$ cat src/rtl/csps_pkg.sv
package csps_pkg;

  typedef enum logic [3:0] {
    ST_OFF,
    ST_UP_ZERO,
    ST_UP_FALL,
    ST_UP_RISE,
    ST_UP_RST,
    ST_UP_REL,
    ST_ON,
    ST_DN_ZERO,
    ST_DN_FALL
  } seq_state_t;

  localparam logic [1:0] VCC_0V = 2'b00;
  localparam logic [1:0] VCC_5V = 2'b01;
  localparam logic [1:0] VPP_0V = 2'b00;

  // ceil(amount / units_per_s * clk_hz / scale), at least one cycle
  function automatic longint unsigned cycles_for(
    input longint unsigned amount,
    input longint unsigned units_per_s,
    input longint unsigned clk_hz,
    input longint unsigned scale
  );
    longint unsigned num;
    longint unsigned den;
    longint unsigned q;
    num = amount * clk_hz;
    den = units_per_s * scale;
    q   = (num + den - 1) / den;
    return (q == 0) ? 64'd1 : q;
  endfunction

  function automatic longint unsigned max2(
    input longint unsigned a,
    input longint unsigned b
  );
    return (a > b) ? a : b;
  endfunction

endpackage

$ cat src/rtl/csps_detect_sync.sv
module csps_detect_sync #(
  parameter int STAGES = 2
) (
  input  logic clk,
  input  logic rst,
  input  logic async_in,
  output logic fall_pulse
);
  logic [STAGES-1:0] chain_q;
  logic              prev_q;

  generate
    if (STAGES == 1) begin : g_single
      always_ff @(posedge clk) begin
        if (rst) chain_q <= '0;
        else     chain_q <= async_in;
      end
    end else begin : g_multi
      always_ff @(posedge clk) begin
        if (rst) chain_q <= '0;
        else     chain_q <= {chain_q[STAGES-2:0], async_in};
      end
    end
  endgenerate

  always_ff @(posedge clk) begin
    if (rst) prev_q <= 1'b0;
    else     prev_q <= chain_q[STAGES-1];
  end

  assign fall_pulse = prev_q & ~chain_q[STAGES-1];

  // a removal pulse lasts a single cycle
  assert_fall_single_R8: assert property (@(posedge clk) disable iff (rst)
    fall_pulse |=> !fall_pulse);

endmodule

$ cat src/rtl/csps_phase_timer.sv
module csps_phase_timer #(
  parameter int CW = 8
) (
  input  logic          clk,
  input  logic          rst,
  input  logic          load,
  input  logic [CW-1:0] load_val,
  output logic          expired
);
  logic [CW-1:0] cnt_q;

  always_ff @(posedge clk) begin
    if (rst)              cnt_q <= '0;
    else if (load)        cnt_q <= load_val;
    else if (cnt_q != '0) cnt_q <= cnt_q - 1'b1;
  end

  assign expired = (cnt_q == '0);

  // a freshly loaded count steps down by one per cycle
  assert_timer_step_R9: assert property (@(posedge clk) disable iff (rst)
    (!load && cnt_q != '0) |=> cnt_q == $past(cnt_q) - 1'b1);

endmodule

$ cat src/rtl/csps_sequencer.sv
module csps_sequencer
  import csps_pkg::*;
#(
  parameter int          CW        = 8,
  parameter logic [CW-1:0] L_HOLD    = '0,
  parameter logic [CW-1:0] L_FALL_UP = '0,
  parameter logic [CW-1:0] L_RISE    = '0,
  parameter logic [CW-1:0] L_RST     = '0,
  parameter logic [CW-1:0] L_FALL_DN = '0
) (
  input  logic          clk,
  input  logic          rst,
  input  logic          en_req,
  input  logic          dis_req,
  input  logic          removal,
  input  logic          tmr_expired,
  output logic          tmr_load,
  output logic [CW-1:0] tmr_val,
  output logic [1:0]    vcc_sel,
  output logic [1:0]    vpp_sel,
  output logic          card_rst,
  output logic          busy,
  output logic          done
);
  seq_state_t state_q, state_n;
  logic       finish;

  function automatic logic [CW-1:0] phase_len(input seq_state_t s);
    case (s)
      ST_UP_ZERO: return L_HOLD;
      ST_UP_FALL: return L_FALL_UP;
      ST_UP_RISE: return L_RISE;
      ST_UP_RST:  return L_RST;
      ST_UP_REL:  return L_HOLD;
      ST_DN_ZERO: return L_HOLD;
      ST_DN_FALL: return L_FALL_DN;
      default:    return '0;
    endcase
  endfunction

  always_comb begin
    state_n = state_q;
    finish  = 1'b0;
    case (state_q)
      ST_OFF, ST_ON: begin
        if (dis_req || removal) state_n = ST_DN_ZERO;
        else if (en_req)        state_n = ST_UP_ZERO;
      end
      ST_UP_ZERO: begin
        if (removal)          state_n = ST_DN_ZERO;
        else if (tmr_expired) state_n = ST_UP_FALL;
      end
      ST_UP_FALL: begin
        if (removal)          state_n = ST_DN_ZERO;
        else if (tmr_expired) state_n = ST_UP_RISE;
      end
      ST_UP_RISE: begin
        if (removal)          state_n = ST_DN_ZERO;
        else if (tmr_expired) state_n = ST_UP_RST;
      end
      ST_UP_RST: begin
        if (removal)          state_n = ST_DN_ZERO;
        else if (tmr_expired) state_n = ST_UP_REL;
      end
      ST_UP_REL: begin
        if (removal) state_n = ST_DN_ZERO;
        else if (tmr_expired) begin
          state_n = ST_ON;
          finish  = 1'b1;
        end
      end
      ST_DN_ZERO: begin
        if (tmr_expired) state_n = ST_DN_FALL;
      end
      ST_DN_FALL: begin
        if (tmr_expired) begin
          state_n = ST_OFF;
          finish  = 1'b1;
        end
      end
      default: state_n = ST_OFF;
    endcase
  end

  assign tmr_load = (state_n != state_q);
  assign tmr_val  = phase_len(state_n);

  always_ff @(posedge clk) begin
    if (rst) begin
      state_q  <= ST_OFF;
      vcc_sel  <= VCC_0V;
      vpp_sel  <= VPP_0V;
      card_rst <= 1'b0;
      busy     <= 1'b0;
      done     <= 1'b0;
    end else begin
      state_q  <= state_n;
      vcc_sel  <= (state_n inside {ST_UP_RISE, ST_UP_RST, ST_UP_REL, ST_ON})
                  ? VCC_5V : VCC_0V;
      vpp_sel  <= VPP_0V;
      card_rst <= (state_n == ST_UP_RST);
      busy     <= !(state_n inside {ST_OFF, ST_ON});
      done     <= finish;
    end
  end

  // the card is only held in reset while powered
  assert_rst_needs_vcc_R4: assert property (@(posedge clk) disable iff (rst)
    card_rst |-> vcc_sel == VCC_5V);

  // completion is a single-cycle pulse
  assert_done_single_R5: assert property (@(posedge clk) disable iff (rst)
    done |=> !done);

  // busy is low in the completion cycle
  assert_done_not_busy_R5: assert property (@(posedge clk) disable iff (rst)
    done |-> !busy);

  // every sequence opens with both supplies at 0 V
  assert_start_at_zero_R2: assert property (@(posedge clk) disable iff (rst)
    $rose(busy) |-> (vcc_sel == VCC_0V && vpp_sel == VPP_0V));

  // a power-up request mid-sequence does not restart it
  assert_busy_ignores_en_R7: assert property (@(posedge clk) disable iff (rst)
    (busy && en_req && state_q != ST_UP_ZERO) |=> state_q != ST_UP_ZERO);

  // removal during power-up enters the shutdown
  assert_removal_aborts_R8: assert property (@(posedge clk) disable iff (rst)
    (removal && state_q inside {ST_UP_ZERO, ST_UP_FALL, ST_UP_RISE, ST_UP_RST, ST_UP_REL})
    |=> (state_q == ST_DN_ZERO && vcc_sel == VCC_0V && !card_rst));

endmodule

$ cat src/rtl/socket_power_seq.sv
module socket_power_seq
  import csps_pkg::*;
#(
  parameter longint unsigned CLK_HZ     = 200_000_000,
  parameter longint unsigned TIME_SCALE = 1,
  parameter int              SYNC_STAGES = 2
) (
  input  logic       clk,
  input  logic       rst,
  input  logic       en_req,
  input  logic       dis_req,
  input  logic       card_present,
  output logic [1:0] vcc_sel,
  output logic [1:0] vpp_sel,
  output logic       card_rst,
  output logic       busy,
  output logic       done
);
  localparam longint unsigned N_HOLD    = cycles_for(20,  1000,      CLK_HZ, TIME_SCALE);
  localparam longint unsigned N_FALL_UP = cycles_for(400, 1000,      CLK_HZ, TIME_SCALE);
  localparam longint unsigned N_RISE    = cycles_for(420, 1000,      CLK_HZ, TIME_SCALE);
  localparam longint unsigned N_RST     = cycles_for(10,  1_000_000, CLK_HZ, TIME_SCALE);
  localparam longint unsigned N_FALL_DN = cycles_for(300, 1000,      CLK_HZ, TIME_SCALE);
  localparam longint unsigned N_MAX     =
    max2(max2(max2(N_HOLD, N_FALL_UP), max2(N_RISE, N_RST)), N_FALL_DN);
  localparam int              CW        = (N_MAX < 2) ? 1 : $clog2(N_MAX);

  localparam logic [CW-1:0] L_HOLD    = CW'(N_HOLD - 1);
  localparam logic [CW-1:0] L_FALL_UP = CW'(N_FALL_UP - 1);
  localparam logic [CW-1:0] L_RISE    = CW'(N_RISE - 1);
  localparam logic [CW-1:0] L_RST     = CW'(N_RST - 1);
  localparam logic [CW-1:0] L_FALL_DN = CW'(N_FALL_DN - 1);

  logic          removal;
  logic          tmr_load;
  logic          tmr_expired;
  logic [CW-1:0] tmr_val;

  csps_detect_sync #(.STAGES(SYNC_STAGES)) u_detect (
    .clk        (clk),
    .rst        (rst),
    .async_in   (card_present),
    .fall_pulse (removal)
  );

  csps_phase_timer #(.CW(CW)) u_timer (
    .clk      (clk),
    .rst      (rst),
    .load     (tmr_load),
    .load_val (tmr_val),
    .expired  (tmr_expired)
  );

  csps_sequencer #(
    .CW        (CW),
    .L_HOLD    (L_HOLD),
    .L_FALL_UP (L_FALL_UP),
    .L_RISE    (L_RISE),
    .L_RST     (L_RST),
    .L_FALL_DN (L_FALL_DN)
  ) u_seq (
    .clk         (clk),
    .rst         (rst),
    .en_req      (en_req),
    .dis_req     (dis_req),
    .removal     (removal),
    .tmr_expired (tmr_expired),
    .tmr_load    (tmr_load),
    .tmr_val     (tmr_val),
    .vcc_sel     (vcc_sel),
    .vpp_sel     (vpp_sel),
    .card_rst    (card_rst),
    .busy        (busy),
    .done        (done)
  );

endmodule

$ cat config.mk
export PLATFORM = sky130hd
export DESIGN_NAME = socket_power_seq
export DESIGN_NICKNAME = d
export VERILOG_FILES = /design/src/rtl/csps_pkg.sv /design/src/rtl/csps_detect_sync.sv /design/src/rtl/csps_phase_timer.sv /design/src/rtl/csps_sequencer.sv /design/src/rtl/socket_power_seq.sv
export SDC_FILE = /design/constraint.sdc
export NUM_CORES = 1
export LEC_CHECK = 0
export ABC_AREA = 1
export BUFFER_PORTS_ARGS = -buffer_cell sky130_fd_sc_hd__buf_2
export CORE_UTILIZATION = 29
export CTS_CLUSTER_SIZE = 8
export DETAILED_ROUTE_END_ITERATION = 8
export PLACE_DENSITY = 0.43
export REMOVE_ABC_BUFFERS = 1
export SLEW_MARGIN = 20
export SYNTH_ARGS = -nofsm -noshare
export SYNTH_HDL_FRONTEND = slang
export SYNTH_SLANG_ARGS = --single-unit
export TNS_END_PERCENT = 50
$ cat constraint.sdc
create_clock -name clk -period 4.5 [get_ports clk]
set_input_delay 0.225 -clock clk [delete_from_list [all_inputs] [get_ports clk]]
set_output_delay 0.225 -clock clk [all_outputs]
set_load 0.05 [all_outputs]
==> summary.md <==
| Metric | Value |
|---|---|
| CP dominant cell by count | `nand2_4` |
| Die Wd | `94.0 um` |
| Multi-input logic area | `1420 um2` |
| DRC viols | `0` |
| DR iter-0 viols | `109` |
| CTS H-tree lvls | `2` |
| Final GP Congestion | `0.781` |
| Final net count | `389` |
| CTS root buf | `clkbuf_8` |
| Post-cts sizing count | `0` |
| Worst-case vdd ir drop | `0.000403 V` |
| CP max stage delay | `0.37 ns` |
| Clock slew at reported path FFs | `0.08 ns` |
| Setup ws final | `1.80 ns` |
| Max-slew violations | `0` |
| FMAX | `370 MHz` |
| Mapped Avg Cell Area | `6.53 um2` |
| Commonest cells after routing, fill and taps aside | `94 x nand2_1, 63 x nor2_1, 47 x inv_1` |
| Buf/Inv on CP | `2` |
| Post-CTS Setup Repair Bufs | `0` |
| Req. time, crit path | `4.66 ns` |
| RSZ-0062 raised after global routing | `false` |
| Setup Viol. Count Final | `0` |
| Crit end category | `flip-flop` |
| DR vias | `2187` |
| DR pass1 iterations | `4` |
| Final ANT Viol Nets | `0` |
| Worst-path maximum fanout | `28` |
| Total power | `2.24 mW` |
| Worst Hold Class | `in2reg` |
| Gr usage total | `0.150` |
| Synth Register Bits | `38` |
| Antenna diodes | `0` |
| Initial antenna violation count | `0` |
| Register cell area after layout | `761 um2` |
| Cell breakdown of the critical path | `inv_1, ha_1, nand2_2, nor2_4, nand2_4, inv_2, nand2_2, nor2_1, o21ai_0, nand3_4, nor2_8, nand2_4, nand2_4, a21oi_1` |
| Hold-fix buffers, CTS | `0` |
| Fin. Hold Viols | `0` |
| YS warnings | `0` |
| Vias/cell | `4.47` |
| Clock latency at the later pin of the worst-skew pair | `0.30 ns` |
| Post-route design area | `2670 um2` |
| Tmin final | `2.70 ns` |
| Core area | `8220 um2` |
| Startpoint Class | `flip-flop` |
| Core Util, Final | `0.324` |
| Largest net degree at the start of global routing | `29` |
| Critical path data arrival time | `2.86 ns` |
| Crit Path Category | `reg2reg` |
| Netlist cell types | `30` |
| Post-Place Cells | `481` |
| Max Buffers Root-to-Sink | `2` |
| Clock Skew | `0.0131 ns` |
| Most common cell after layout, fill and taps aside | `nand2_1` |
| Fillers | `913` |
| DR WL/cell | `12.3 um` |
| Flop2flop setup slack | `1.80 ns` |
| Initial core utilization | `0.299` |
| Cell Count, Final, Fillers Out | `489` |
| Die area | `8840 um2` |
| Synthesized cell area | `2450 um2` |
| Max Cap Violations | `0` |
| HPWL after detailed placement | `4660 um` |
| Area Overhead vs Synth | `8.56%` |
| Worst-Margin Slew | `0.575 ns` |
| Hold slack | `0.134 ns` |
| Total global routing overflow | `0` |
| DRT Wirelength | `6020 um` |
| Inserted Clock Buffers | `5` |
| Sink Count | `38` |
| Pre-CTS WS | `1.74 ns` |
| Layout cells sized above 1 | `0.109` |
| Slowest-stage cell, CP | `nor2_8` |
| Synth Instances | `376` |
| Dpl cell area | `2550 um2` |
| Fin crit share | `0.601` |
| Seq/Total Area, Yosys | `0.310` |
| Total negative setup slack | `0 ns` |
| Power Density | `841 nW/um2` |
| Die Y | `94.0 um` |
| Static leakage | `1.31 nW` |
| FP Rows | `33` |
| Slew Limit Headroom | `0.615` |
| Port-buffer cells | `8` |
| Run status | `finished, final reports clean` |
| First-pass GRT wire length | `10200 um` |
| I/O Pins | `12` |
| CTS tree | `built` |
| Vias in the first global route | `2144` |
| Top delay family on crit path | `simple AND/OR/NAND/NOR gates` |
-- worst reg2reg max path: cells and delay by family, from the launching register on --
family | cells | cell delay, ns
adders and majority gates | 1 | 0.24
buffers and inverters | 2 | 0.11
and+or+nand+nor | 9 | 1.49
DFF | 1 | 0.33
AOI/OAI and AO/OA | 2 | 0.42
-- cell usage after synthesis (all sizes together) --
cell / count / share of area
clkinv: 1 / 0.0015
xor2: 12 / 0.043
nand3: 25 / 0.071
nor4: 1 / 0.0026
o21ai: 20 / 0.041
nor2: 71 / 0.14
nor3: 7 / 0.014
ha: 1 / 0.0051
xnor2: 5 / 0.018
o31ai: 2 / 0.0061
nand4: 4 / 0.010
nand2: 103 / 0.17
o2111ai: 1 / 0.0036
conb: 1 / 0.0015
o21a: 1 / 0.0031
a21oi: 19 / 0.039
inv: 53 / 0.081
buf: 7 / 0.028
dfxtp: 38 / 0.31
a211oi: 1 / 0.0031
clkbuf: 3 / 0.0046
-- worst paths after layout --
check,start,endpoint,cells past startpoint
worst max register to register,u_timer.cnt_q[0],u_timer.cnt_q[2],14
worst min register to register,u_detect.chain_q[0],u_detect.chain_q[1],2
worst max-delay path,u_timer.cnt_q[0],u_timer.cnt_q[2],14
worst min-delay path,card_present,u_detect.chain_q[0],3
-- layout make-up --
class,count,area share
clock buffers,6,0.0272
multi-input cells,276,0.533
flip-flops and latches,38,0.285
clock inverters,2,0.0141
well taps,105,0.0493
repair buffers,8,0.0150
inverters,54,0.0761
-- cell families (layout without fill, tap and decap cells) --
logic type | after synthesis | count (layout) | share of synthesized area
xor gates and xnor gates | 17 | 17 | 0.0607
DFF | 38 | 38 | 0.310
buffers and inverters | 64 | 70 | 0.115
other | 1 | 3 | 0.00153
AOI/OAI and AO/OA | 44 | 44 | 0.0953
adders and majority gates | 1 | 1 | 0.00510
and+or+nand+nor | 211 | 211 | 0.413
-- state kept, by name, indices dropped and copies added, names as in the netlist --
register / cells
u_seq.busy: 1
u_detect.chain_q: 2
u_detect.prev_q: 1
u_seq.vcc_sel: 1
u_seq.done: 1
u_seq.state_q: 4
u_timer.cnt_q: 27
u_seq.card_rst: 1
-- metal layers --
metal / global-route usage / up-vias / share of wire
li1: - / 1175 / -
met1: 0.191 / 979 / 0.50
met2: 0.257 / 26 / 0.47
met3: 0.0243 / 7 / 0.019
met4: 0.0513 / 0 / 0.015
met5: 0 / - / 0
-- power by group --
group          internal, mW  switching [mW]  total, mW
sequential            0.450          0.0990      0.549
clock                 0.166           0.127      0.293
combinational         0.442           0.958       1.40
(Power assumes the default switching activity.)
